--- config.mk ---
export PLATFORM = sky130hd
export DESIGN_NAME = wt_snoop_cluster
export DESIGN_NICKNAME = d
export VERILOG_FILES = /design/src/rtl/snoop_pkg.sv /design/src/rtl/wt_line.sv /design/src/rtl/wt_cache.sv /design/src/rtl/bus_arbiter.sv /design/src/rtl/word_mem.sv /design/src/rtl/wt_snoop_cluster.sv
export SDC_FILE = /design/constraint.sdc
export NUM_CORES = 1
export LEC_CHECK = 0
export ABC_AREA = 1
export BUFFER_PORTS_ARGS = -buffer_cell sky130_fd_sc_hd__buf_2
export CAP_MARGIN = 30
export CORE_MARGIN = 3
export CORE_UTILIZATION = 50
export CTS_CLUSTER_SIZE = 12
export DETAILED_ROUTE_END_ITERATION = 16
export GPL_TIMING_DRIVEN = 0
export PLACE_DENSITY = 0.77
export REMOVE_ABC_BUFFERS = 1
export SLEW_MARGIN = 20
export SYNTH_ARGS = -nofsm -noshare
export SYNTH_HDL_FRONTEND = slang
export SYNTH_SLANG_ARGS = --single-unit
--- constraint.sdc ---
create_clock -name clk_i -period 3.9 [get_ports clk_i]
set_input_delay 0.78 -clock clk_i [delete_from_list [all_inputs] [get_ports clk_i]]
set_output_delay 0.78 -clock clk_i [all_outputs]
set_load 0.02 [all_outputs]
--- src/rtl/snoop_pkg.sv ---
package snoop_pkg;
  typedef enum logic {
    C_IDLE = 1'b0,
    C_BUS  = 1'b1
  } cache_st_e;
endpackage

--- src/rtl/wt_line.sv ---
module wt_line #(
  parameter int TAG_W = 1,
  parameter int DW    = 8
) (
  input  logic             clk_i,
  input  logic             rst_ni,
  input  logic             fill_i,
  input  logic [TAG_W-1:0] fill_tag_i,
  input  logic [DW-1:0]    fill_data_i,
  input  logic             snp_i,
  input  logic [TAG_W-1:0] snp_tag_i,
  output logic             valid_o,
  output logic [TAG_W-1:0] tag_o,
  output logic [DW-1:0]    data_o
);
  logic             valid_q;
  logic [TAG_W-1:0] tag_q;
  logic [DW-1:0]    data_q;
  logic             inv;

  // snooped write kills the copy only on an exact tag match
  assign inv = snp_i && valid_q && (tag_q == snp_tag_i);

  always_ff @(posedge clk_i or negedge rst_ni) begin
    if (!rst_ni) begin
      valid_q <= 1'b0;
      tag_q   <= '0;
      data_q  <= '0;
    end else if (fill_i) begin
      valid_q <= 1'b1;
      tag_q   <= fill_tag_i;
      data_q  <= fill_data_i;
    end else if (inv) begin
      valid_q <= 1'b0;
    end
  end

  assign valid_o = valid_q;
  assign tag_o   = tag_q;
  assign data_o  = data_q;
endmodule

--- src/rtl/wt_cache.sv ---
module wt_cache
  import snoop_pkg::*;
#(
  parameter int AW    = 2,
  parameter int DW    = 8,
  parameter int IDX_W = 1
) (
  input  logic                  clk_i,
  input  logic                  rst_ni,
  input  logic                  req_valid_i,
  output logic                  req_ready_o,
  input  logic                  req_we_i,
  input  logic [AW-1:0]         req_addr_i,
  input  logic [DW-1:0]         req_wdata_i,
  output logic                  rsp_valid_o,
  output logic [DW-1:0]         rsp_rdata_o,
  output logic                  bus_req_o,
  input  logic                  bus_gnt_i,
  output logic                  bus_we_o,
  output logic [AW-1:0]         bus_addr_o,
  output logic [DW-1:0]         bus_wdata_o,
  input  logic [DW-1:0]         bus_rdata_i,
  input  logic                  snp_valid_i,
  input  logic [AW-1:0]         snp_addr_i,
  output logic [(1<<IDX_W)-1:0] line_valid_o
);
  localparam int NSETS = 1 << IDX_W;
  localparam int TAG_W = AW - IDX_W;

  cache_st_e        state_q;
  logic             op_we_q;
  logic [AW-1:0]    op_addr_q;
  logic [DW-1:0]    op_wdata_q;
  logic             rsp_valid_q;
  logic [DW-1:0]    rsp_data_q;

  logic [NSETS-1:0] valid_w;
  logic [TAG_W-1:0] tag_w  [NSETS];
  logic [DW-1:0]    data_w [NSETS];

  logic [IDX_W-1:0] req_idx, op_idx, snp_idx;
  logic [TAG_W-1:0] req_tag, op_tag, snp_tag;
  logic             accept, hit, fill;
  logic [DW-1:0]    fill_data;

  assign req_idx = req_addr_i[IDX_W-1:0];
  assign req_tag = req_addr_i[AW-1:IDX_W];
  assign op_idx  = op_addr_q[IDX_W-1:0];
  assign op_tag  = op_addr_q[AW-1:IDX_W];
  assign snp_idx = snp_addr_i[IDX_W-1:0];
  assign snp_tag = snp_addr_i[AW-1:IDX_W];

  assign accept    = req_valid_i && (state_q == C_IDLE);
  assign hit       = valid_w[req_idx] && (tag_w[req_idx] == req_tag);
  assign fill      = (state_q == C_BUS) && bus_gnt_i;
  // write miss allocates without a fill read
  assign fill_data = op_we_q ? op_wdata_q : bus_rdata_i;

  for (genvar s = 0; s < NSETS; s++) begin : g_set
    wt_line #(.TAG_W(TAG_W), .DW(DW)) u_line (
      .clk_i       (clk_i),
      .rst_ni      (rst_ni),
      .fill_i      (fill && (op_idx == IDX_W'(s))),
      .fill_tag_i  (op_tag),
      .fill_data_i (fill_data),
      .snp_i       (snp_valid_i && (snp_idx == IDX_W'(s))),
      .snp_tag_i   (snp_tag),
      .valid_o     (valid_w[s]),
      .tag_o       (tag_w[s]),
      .data_o      (data_w[s])
    );
  end

  always_ff @(posedge clk_i or negedge rst_ni) begin
    if (!rst_ni) begin
      state_q    <= C_IDLE;
      op_we_q    <= 1'b0;
      op_addr_q  <= '0;
      op_wdata_q <= '0;
    end else begin
      case (state_q)
        C_IDLE: if (accept && (req_we_i || !hit)) begin
          state_q    <= C_BUS;
          op_we_q    <= req_we_i;
          op_addr_q  <= req_addr_i;
          op_wdata_q <= req_wdata_i;
        end
        C_BUS: if (bus_gnt_i) state_q <= C_IDLE;
        default: state_q <= C_IDLE;
      endcase
    end
  end

  always_ff @(posedge clk_i or negedge rst_ni) begin
    if (!rst_ni) begin
      rsp_valid_q <= 1'b0;
      rsp_data_q  <= '0;
    end else begin
      rsp_valid_q <= fill || (accept && !req_we_i && hit);
      if (fill)       rsp_data_q <= fill_data;
      else if (accept) rsp_data_q <= data_w[req_idx];
    end
  end

  assign req_ready_o  = (state_q == C_IDLE);
  assign rsp_valid_o  = rsp_valid_q;
  assign rsp_rdata_o  = rsp_data_q;
  assign bus_req_o    = (state_q == C_BUS);
  assign bus_we_o     = op_we_q;
  assign bus_addr_o   = op_addr_q;
  assign bus_wdata_o  = op_wdata_q;
  assign line_valid_o = valid_w;
endmodule

--- src/rtl/bus_arbiter.sv ---
module bus_arbiter #(
  parameter int N = 3
) (
  input  logic [N-1:0] req_i,
  output logic [N-1:0] gnt_o
);
  // fixed priority, index 0 highest
  always_comb begin
    logic taken;
    taken = 1'b0;
    gnt_o = '0;
    for (int i = 0; i < N; i++) begin
      if (req_i[i] && !taken) begin
        gnt_o[i] = 1'b1;
        taken    = 1'b1;
      end
    end
  end
endmodule

--- src/rtl/word_mem.sv ---
module word_mem #(
  parameter int AW = 2,
  parameter int DW = 8
) (
  input  logic          clk_i,
  input  logic          rst_ni,
  input  logic          we_i,
  input  logic [AW-1:0] addr_i,
  input  logic [DW-1:0] wdata_i,
  output logic [DW-1:0] rdata_o
);
  localparam int DEPTH = 1 << AW;

  logic [DW-1:0] mem_q [DEPTH];

  always_ff @(posedge clk_i or negedge rst_ni) begin
    if (!rst_ni) begin
      for (int i = 0; i < DEPTH; i++) mem_q[i] <= '0;
    end else if (we_i) begin
      mem_q[addr_i] <= wdata_i;
    end
  end

  assign rdata_o = mem_q[addr_i];
endmodule

--- src/rtl/wt_snoop_cluster.sv ---
module wt_snoop_cluster #(
  parameter int NCPU  = 3,
  parameter int AW    = 2,
  parameter int DW    = 8,
  parameter int IDX_W = 1,
  localparam int NSETS = 1 << IDX_W
) (
  input  logic                  clk_i,
  input  logic                  rst_ni,
  input  logic [NCPU-1:0]       req_valid_i,
  output logic [NCPU-1:0]       req_ready_o,
  input  logic [NCPU-1:0]       req_we_i,
  input  logic [NCPU*AW-1:0]    req_addr_i,
  input  logic [NCPU*DW-1:0]    req_wdata_i,
  output logic [NCPU-1:0]       rsp_valid_o,
  output logic [NCPU*DW-1:0]    rsp_rdata_o,
  output logic [NCPU*NSETS-1:0] line_valid_o,
  output logic                  bus_valid_o,
  output logic                  bus_we_o,
  output logic [AW-1:0]         bus_addr_o
);
  logic [NCPU-1:0] bus_req, bus_gnt;
  logic [NCPU-1:0] c_we;
  logic [AW-1:0]   c_addr  [NCPU];
  logic [DW-1:0]   c_wdata [NCPU];
  logic [DW-1:0]   bus_wdata, bus_rdata;
  logic            bus_valid, bus_we;
  logic [AW-1:0]   bus_addr;

  for (genvar c = 0; c < NCPU; c++) begin : g_cpu
    wt_cache #(.AW(AW), .DW(DW), .IDX_W(IDX_W)) u_cache (
      .clk_i        (clk_i),
      .rst_ni       (rst_ni),
      .req_valid_i  (req_valid_i[c]),
      .req_ready_o  (req_ready_o[c]),
      .req_we_i     (req_we_i[c]),
      .req_addr_i   (req_addr_i[c*AW +: AW]),
      .req_wdata_i  (req_wdata_i[c*DW +: DW]),
      .rsp_valid_o  (rsp_valid_o[c]),
      .rsp_rdata_o  (rsp_rdata_o[c*DW +: DW]),
      .bus_req_o    (bus_req[c]),
      .bus_gnt_i    (bus_gnt[c]),
      .bus_we_o     (c_we[c]),
      .bus_addr_o   (c_addr[c]),
      .bus_wdata_o  (c_wdata[c]),
      .bus_rdata_i  (bus_rdata),
      .snp_valid_i  (bus_valid && bus_we && !bus_gnt[c]),
      .snp_addr_i   (bus_addr),
      .line_valid_o (line_valid_o[c*NSETS +: NSETS])
    );
  end

  bus_arbiter #(.N(NCPU)) u_arb (
    .req_i (bus_req),
    .gnt_o (bus_gnt)
  );

  // one-hot grant selects the bus driver
  always_comb begin
    bus_we    = 1'b0;
    bus_addr  = '0;
    bus_wdata = '0;
    for (int c = 0; c < NCPU; c++) begin
      if (bus_gnt[c]) begin
        bus_we    = bus_we    | c_we[c];
        bus_addr  = bus_addr  | c_addr[c];
        bus_wdata = bus_wdata | c_wdata[c];
      end
    end
  end
  assign bus_valid = |bus_gnt;

  word_mem #(.AW(AW), .DW(DW)) u_mem (
    .clk_i   (clk_i),
    .rst_ni  (rst_ni),
    .we_i    (bus_valid && bus_we),
    .addr_i  (bus_addr),
    .wdata_i (bus_wdata),
    .rdata_o (bus_rdata)
  );

  assign bus_valid_o = bus_valid;
  assign bus_we_o    = bus_we;
  assign bus_addr_o  = bus_addr;
endmodule

==> impl_summary.log, run 1 <==
INFO  metric final.hold.worst_slack = 0.263 ns
INFO  metric flip_flop_cell_with_the_highest_count_after_synthesis = dfrtp_1
INFO  metric worstMarginPinSlew = 0.915 ns
INFO  metric crit_fanout = 29
INFO  metric clk_latency = 0.43 ns
INFO  metric post_cts_hold_buffer_count = 0
INFO  metric fin_area = 8540 sq um
INFO  metric criticalPathCategory = flip-flop to output port
INFO  metric layout_worst_path_cycle_share = 95.5%
INFO  metric dr_total_vias = 6907
INFO  metric final_nets = 1056
INFO  metric via_per_inst = 5.68
INFO  metric preCtsSetupSlack = 0.175 ns
INFO  metric synth.ff_latch_count = 155
INFO  metric static-leakage-power = 0.00451 uW
INFO  metric power_switching_share = 43.4%
INFO  metric synth_enable_flop_cells = 0
INFO  metric synth.yosys.warnings = 0
INFO  metric grt_pass1_wl = 33200 microns
INFO  metric grt_antenna_before_repair = 0
INFO  metric setup.worst_path.end_class = output port
INFO  metric floorplan.die.width = 128 microns
INFO  metric ioPinCount = 78
INFO  metric synth.cells.most_frequent = 351 x nand2_1, 155 x dfrtp_1, 131 x nand3_1, 98 x o21ai_0, 69 x inv_1
INFO  metric rr_worst_depth = 9
INFO  metric synthCells = 972
INFO  metric standard_cell_rows = 44
INFO  metric drt-initial-drc-count = 759
INFO  metric placement.cell_area = 7880 sq um
INFO  metric power.internal = 4410 uW
INFO  metric peak_supply_drop = 0.442 mV
INFO  metric seq_power_share = 35.3%
INFO  metric share_comb_of_total_power = 41.4%
INFO  metric timing.max_cap.violations = 0
INFO  metric hp-class = input port to async pin
INFO  metric finClkSkew = 0.00771 ns
INFO  metric fp.coreArea = 14600 sq um
INFO  metric post_route_cells_drive_above_1_share = 13.1%
INFO  metric worstPathArrival = 2.94 ns
INFO  metric reg_to_reg_startpoint = g_cpu[0].u_cache.bus_req_o$_DFF_PN0_
INFO  metric grt_remaining_overflow = 0
INFO  metric cp-start-kind = flip-flop
INFO  metric yosys.cell_count.top_type = nand2_1
INFO  metric final-setup-viol-count = 0
INFO  metric antennaDiodeCount = 0
INFO  metric synth_seq_area_share = 51.9%
INFO  metric h-tree-depth = 4
INFO  metric slew_limit_headroom = 38.8%
INFO  metric first_global_vias = 6561
INFO  metric dp_hpwl = 13800 microns
INFO  metric die_h = 128 microns
INFO  metric hold_violations = 0
INFO  metric power_switching = 3380 uW
INFO  metric worst_ep_required_time = 3.12 ns
INFO  metric fin_total_pwr = 7800 uW
INFO  metric tot_gr_track_use = 26.0%
INFO  metric share_of_the_synthesized_area_in_the_top_cell_type = 51.9%
INFO  metric result_of_the_run = finished clean
INFO  metric p_per_area = 913 nW/um^2
INFO  metric drt_drc_violations_left = 0
INFO  metric terminus_of_the_critical_flop_to_flop_path = u_mem.mem_q[11]$_DFFE_PN0P_
INFO  metric layout_area_overhead = 14.2%
INFO  metric netlist.top_cell.by_area = dfrtp_1
INFO  metric grt_setup_unrepaired = no
INFO  metric reg2reg_setup_slack = 0.48 ns
INFO  metric cts_max_path_buffers = 2
INFO  metric cts_tree = yes
INFO  metric clock-root-buffer = clkbuf_16
INFO  metric postRouteWirelength = 20700 microns
INFO  metric initial_standard_cell_utilization_of_the_core = 51.2%
INFO  metric synthArstFlopShare = 100%
INFO  metric max_clock_freq = 269 MHz
INFO  metric synthesis.area = 7470 sq um
INFO  metric post-route-min-period = 3.72 ns
INFO  metric portion_of_total_power_attributed_to_the_clock_network = 23.2%
INFO  metric antenna_left = 0
INFO  metric clock_sinks = 155
INFO  metric cts_inserted_buffers = 17
INFO  metric synthesis.area_per_instance = 7.69 sq um
INFO  metric post-route-worst-setup-slack = 0.177 ns
INFO  metric clk_transition_reported_paths = 0.06 ns
INFO  metric floorplan.die_area = 16400 sq um
INFO  metric post_synth_cell_types = 23
INFO  metric netlist_top_cells_area = dfrtp_1 52%, nand2_1 18%, nand3_1 8.8%, o21ai_0 6.6%, inv_1 3.5%
INFO  metric slew_violations = 0
INFO  metric placement.io_buffers = 77
INFO  metric grt_max_degree = 100
INFO  metric dr_wl_cell = 17.1 microns
INFO  metric first_pass_iters = 5
INFO  metric finalWeightedCongestion = 0.975
## area by class of cell
type                       instances  area (sq um)
clock buffer                      20           447
multi-input combinational        684          3030
clock inverter                    12           195
tap                              184           230
fill                            1311          6050
timing repair buffer              79           450
inverter                          81           304
sequential                       155          3880
## repair_timing
item                       CTS  global route
gates resized for setup      2             2
setup endpoints to repair    2             2
gates cloned                 0             0
pin swaps                    0             0
buffers inserted             0             0
## cells by family after synthesis
kind of cell,share of synthesized area [%]
xor+xnor,0.117
buf+inv,7.90
compound gates,9.73
simple gates,30.4
flops,51.9
## cell usage in the layout (no fill, tap or decap), drive strengths merged
cell type and instances:
o21a 2, o31ai 8, o21ai 99, buf 79, clkinv 11, xor2 1, o221ai 8, a21oi 16
inv 73, o22ai 1, clkbuf 20, clkinvlp 4, nor2 55, or2 10, nand2 352, nand3 132
bufinv 5, dfrtp 155
## how the worst max path moves through the flow
stage / startpoint / to / slack [ns] / depth (start not counted)
2_1_floorplan: g_cpu[0].u_cache.bus_req_o$_DFF_PN0_ / bus_we_o / 0.39 / 5
3_3_place_gp: g_cpu[0].u_cache.bus_req_o$_DFF_PN0_ / bus_we_o / -0.84 / 6
3_5_place_dp: g_cpu[0].u_cache.bus_req_o$_DFF_PN0_ / u_mem.mem_q[17]$_DFFE_PN0P_ / 0.17 / 7
4_1_cts: g_cpu[0].u_cache.bus_req_o$_DFF_PN0_ / bus_addr_o[1] / 0.13 / 6
5_1_grt: g_cpu[0].u_cache.bus_req_o$_DFF_PN0_ / bus_addr_o[0] / 0.11 / 4
6_report: g_cpu[0].u_cache.bus_req_o$_DFF_PN0_ / bus_addr_o[0] / 0.18 / 4
## registers in the layout, indices dropped and copies added (netlist names)
register,count
g_cpu.u_cache.g_set.u_line.tag_o,6
g_cpu.u_cache.bus_wdata_o,24
g_cpu.u_cache.g_set.u_line.valid_o,6
g_cpu.u_cache.bus_addr_o,6
u_mem.mem_q,32
g_cpu.u_cache.bus_we_o,3
g_cpu.u_cache.bus_req_o,3
g_cpu.u_cache.rsp_rdata_o,24
g_cpu.u_cache.g_set.u_line.data_o,48
g_cpu.u_cache.rsp_valid_o,3
## power groups by stage
stage | clock, uW | combinational [uW] | sequential, uW
5_1_grt | 1880 | 3590 | 2840
3_5_place_dp | 0 | 3150 | 2760
4_1_cts | 1810 | 3180 | 2740
3_3_place_gp | 0 | 3030 | 2730
2_1_floorplan | 0 | 1910 | 2860
6_report | 1810 | 3230 | 2750
## through the flow
stage,std cells,setup TNS [ns],utilization [%]
floorplan,920,0,-
global placement,1181,-52.75,53.5
detailed placement,1183,0,54.0
CTS,1215,0,58.5
global route,1215,0,58.5
finish,1215,0,58.5
## routing by layer
metal	global-route usage, %	share of wire (%)	vias to the layer above	wire, microns
met3	5.63	9.6	74	1980
li1	-	-	3207	-
met4	11.0	3.3	0	676
met5	0	0	-	0
met2	40.5	46	385	9610
met1	35.2	41	3241	8470
## critical path, cell delays in order, from the launching register on
cell	delay, ns
dfrtp_2	0.52
nor2_1	0.40
nand3_2	0.65
nand3_2	0.67
buf_2	0.26
Note: power is estimated with default switching activity, not from simulation.
==> inputs of run 2 (changes only) <==
Settings changed: PLACE_DENSITY 0.77 to 0.72.
Clock period 3.9 ns to 3.8 ns, I/O delays scaled along.
==> run 2 against run 1 <==
Effect of this change:
- final cell count hardly changed
- critical path depth stayed put
- clock skew rose by 0.0016 ns
- sequential power is 2% higher
- setup slack improved by 0.0051 ns
- via count decreased by 2.2%
- critical path type unchanged
- largest cell class unchanged
- highest routed layer unchanged
==> impl_summary.log, run 2 (synthesized netlist as in run 1, its figures left out) <==
INFO  metric terminus_of_the_critical_flop_to_flop_path = u_mem.mem_q[19]$_DFFE_PN0P_
INFO  metric p_per_area = 926 nW/um^2 (+1.4%)
INFO  metric floorplan.die_area = 16400 sq um (unchanged)
INFO  metric critPathTopFamily = simple AND/OR/NAND/NOR gates
INFO  metric finalWeightedCongestion = 0.897 (-8.0%)
INFO  metric clk_latency = 0.43 ns (about the same)
INFO  metric finClkSkew = 0.00927 ns (+0.00157 ns)
INFO  metric fp.coreArea = 14600 sq um (unchanged)
INFO  metric use_met2 = 40.1% (-0.43 points)
INFO  metric slew_limit_headroom = 38.6% (-0.22 points)
INFO  metric worst_ep_required_time = 3.04 ns (-0.08 ns)
INFO  metric drt_drc_violations_left = 0 (unchanged)
INFO  metric placement.io_buffers = 77 (unchanged)
INFO  metric worstPathArrival = 2.86 ns (-0.08 ns)
INFO  metric layout_area_overhead = 13.8%
INFO  metric tot_gr_track_use = 26.2% (+0.25 points)
INFO  metric result_of_the_run = finished clean
INFO  metric post_route_cells_drive_above_1_share = 13.1% (about the same)
INFO  metric dr_wl_cell = 17.0 microns (-0.32%)
INFO  metric cp.buffers_inverters = 1 (unchanged)
INFO  metric worstMarginPinSlew = 0.918 ns (+0.00330 ns)
INFO  metric antenna_left = 0 (unchanged)
INFO  metric cts_tree = yes
INFO  metric postRouteWirelength = 20700 microns (-0.40%)
INFO  metric cts_repair_resize_count = 3 (+1)
INFO  metric reg_to_reg_startpoint = g_cpu[0].u_cache.bus_req_o$_DFF_PN0_
INFO  metric layout_worst_path_cycle_share = 95.2%
INFO  metric gr-usage-met3 = 5.13% (-0.50 points)
INFO  metric reg2reg_setup_slack = 0.59 ns (+0.11 ns)
INFO  metric setup.worst_path.end_class = output port
INFO  metric grt_max_degree = 91 (-9.0%)
INFO  metric initial_standard_cell_utilization_of_the_core = 51.2% (unchanged)
INFO  metric timing.critical_path.cells = nor2_1 -> nand3_2 -> nand3_2 -> buf_2
INFO  metric largest_register_ffs = 48 (unchanged)
INFO  metric layout_common_cells = 350 x nand2_1, 154 x dfrtp_1, 129 x nand3_1, 98 x o21ai_0, 76 x buf_2
INFO  metric clk_transition_reported_paths = 0.06 ns (about the same)
INFO  metric grt_remaining_overflow = 0 (unchanged)
INFO  metric rr_worst_depth = 7 (-2)
INFO  metric final_nets = 1056 (unchanged)
INFO  metric standard_cell_rows = 44 (unchanged)
INFO  metric max_clock_freq = 276 MHz
INFO  metric dr_total_vias = 6757 (-2.2%)
INFO  metric grt_setup_unrepaired = no
INFO  metric clock_sinks = 155 (unchanged)
INFO  metric globalRoute.busiestLayer = met2
INFO  metric static-leakage-power = 0.00451 uW (about the same)
INFO  metric worst_path_most_repeated_cell = nand3_2
INFO  metric grt_pass1_wl = 33500 microns (+0.70%)
INFO  metric grt_antenna_before_repair = 0 (unchanged)
INFO  metric final_common_cell = nand2_1
INFO  metric cts_max_path_buffers = 2 (unchanged)
INFO  metric cts_inserted_buffers = 17 (unchanged)
INFO  metric critical-path-slowest-cell = nand3_2
INFO  metric ioPinCount = 78 (unchanged)
INFO  metric timing.max_cap.violations = 0 (unchanged)
INFO  metric drt-initial-drc-count = 732 (-3.6%)
INFO  metric antennaDiodeCount = 0 (unchanged)
INFO  metric criticalPathCategory = flip-flop to output port
INFO  metric h-tree-depth = 4 (unchanged)
INFO  metric dp_hpwl = 13800 microns (+0.50%)
INFO  metric number_of_buffers_inserted_to_repair_setup_after_cts = 0 (unchanged)
INFO  metric crit_fanout = 29 (unchanged)
INFO  metric slowest_delay = 0.64 ns (-0.03 ns)
INFO  metric tns = 0 ns (unchanged)
INFO  metric first_pass_iters = 6 (+1)
INFO  metric floorplan.die.width = 128 microns (unchanged)
INFO  metric slew_violations = 0 (unchanged)
INFO  metric peak_supply_drop = 0.422 mV (-4.6%)
INFO  metric final-setup-viol-count = 0 (unchanged)
INFO  metric first_global_vias = 6399 (-2.5%)
INFO  metric via_per_inst = 5.57 (-2.1%)
INFO  metric post-route-min-period = 3.62 ns
INFO  metric post_cts_hold_buffer_count = 0 (unchanged)
INFO  metric hp-class = input port to async pin
INFO  metric met1_usage = 37.1% (+1.8 points)
INFO  metric fin_total_pwr = 7880 uW (+1.1%)
INFO  metric clock-root-buffer = clkbuf_16
INFO  metric hold_violations = 0 (unchanged)
INFO  metric cp-start-kind = flip-flop
INFO  metric die_h = 128 microns (unchanged)
run 2: cell types whose count changed in the layout (fill, tap and decap cells not counted):
| cell | previous run | this run |
|---|---|---|
| clkinvlp_4 | 4 | 0 |
| clkinv_4 | 0 | 3 |
| bufinv_16 | 5 | 3 |
| clkbuf_8 | 1 | 3 |
| clkbuf_1 | 2 | 1 |
| inv_6 | 0 | 1 |
run 2: final cells by class:
cell class	instances	area (sq um)
Sequential cell	155	3880
Tap cell	184	230
Multi-Input combinational cell	684	3030
Inverter	81	304
Clock inverter	10	140
Clock buffer	21	470
Timing Repair Buffer	79	450
Fill cell	1338	6080
run 2: layer usage:
| layer | wire [microns] | vias to the layer above | part of all wire [%] |
|---|---|---|---|
| li1 | - | 3211 | - |
| met1 | 8940 | 3201 | 43 |
| met2 | 9290 | 299 | 45 |
| met3 | 1810 | 46 | 8.8 |
| met4 | 617 | 0 | 3.0 |
| met5 | 0 | - | 0 |
run 2: where the power goes:
group | total (uW) | internal, uW | switching [uW]
Combinational | 3300 | 959 | 2340
Sequential | 2810 | 2390 | 424
Clock | 1760 | 1080 | 678
Total | 7880 | 4430 | 3450
run 2: worst max-delay path by stage:
| stage | depth (start not counted) | startpoint | endpoint | slack, ns |
|---|---|---|---|---|
| after floorplan | 5 | g_cpu[0].u_cache.bus_req_o$_DFF_PN0_ | bus_we_o | 0.31 |
| after detailed placement | 6 | g_cpu[0].u_cache.bus_req_o$_DFF_PN0_ | bus_addr_o[1] | 0.11 |
| after CTS | 4 | g_cpu[0].u_cache.bus_req_o$_DFF_PN0_ | bus_addr_o[0] | 0.13 |
| after global placement | 6 | g_cpu[0].u_cache.bus_req_o$_DFF_PN0_ | bus_we_o | -1.06 |
| after global routing | 4 | g_cpu[0].u_cache.bus_req_o$_DFF_PN0_ | bus_addr_o[0] | 0.08 |
| final | 4 | g_cpu[0].u_cache.bus_req_o$_DFF_PN0_ | bus_addr_o[0] | 0.18 |
run 2: through the flow:
stage          area [sq um]  utilization (%)  std cells  worst slack (ns)  hold slack (ns)
4_1_cts                8500             58.3       1214             0.129            0.292
3_3_place_gp           7800             53.5       1181             -1.06            0.457
2_1_floorplan          7190                -        920             0.306            0.444
6_report               8510             58.3       1214             0.182            0.271
3_5_place_dp           7880             54.0       1183             0.114            0.460
5_1_grt                8510             58.3       1214            0.0805            0.319
run 2: worst register-to-register path: cells and delay by family (launching register included):
kind / cells / cell delay (ns)
and+or+nand+nor: 7 / 2.62
DFF: 1 / 0.53
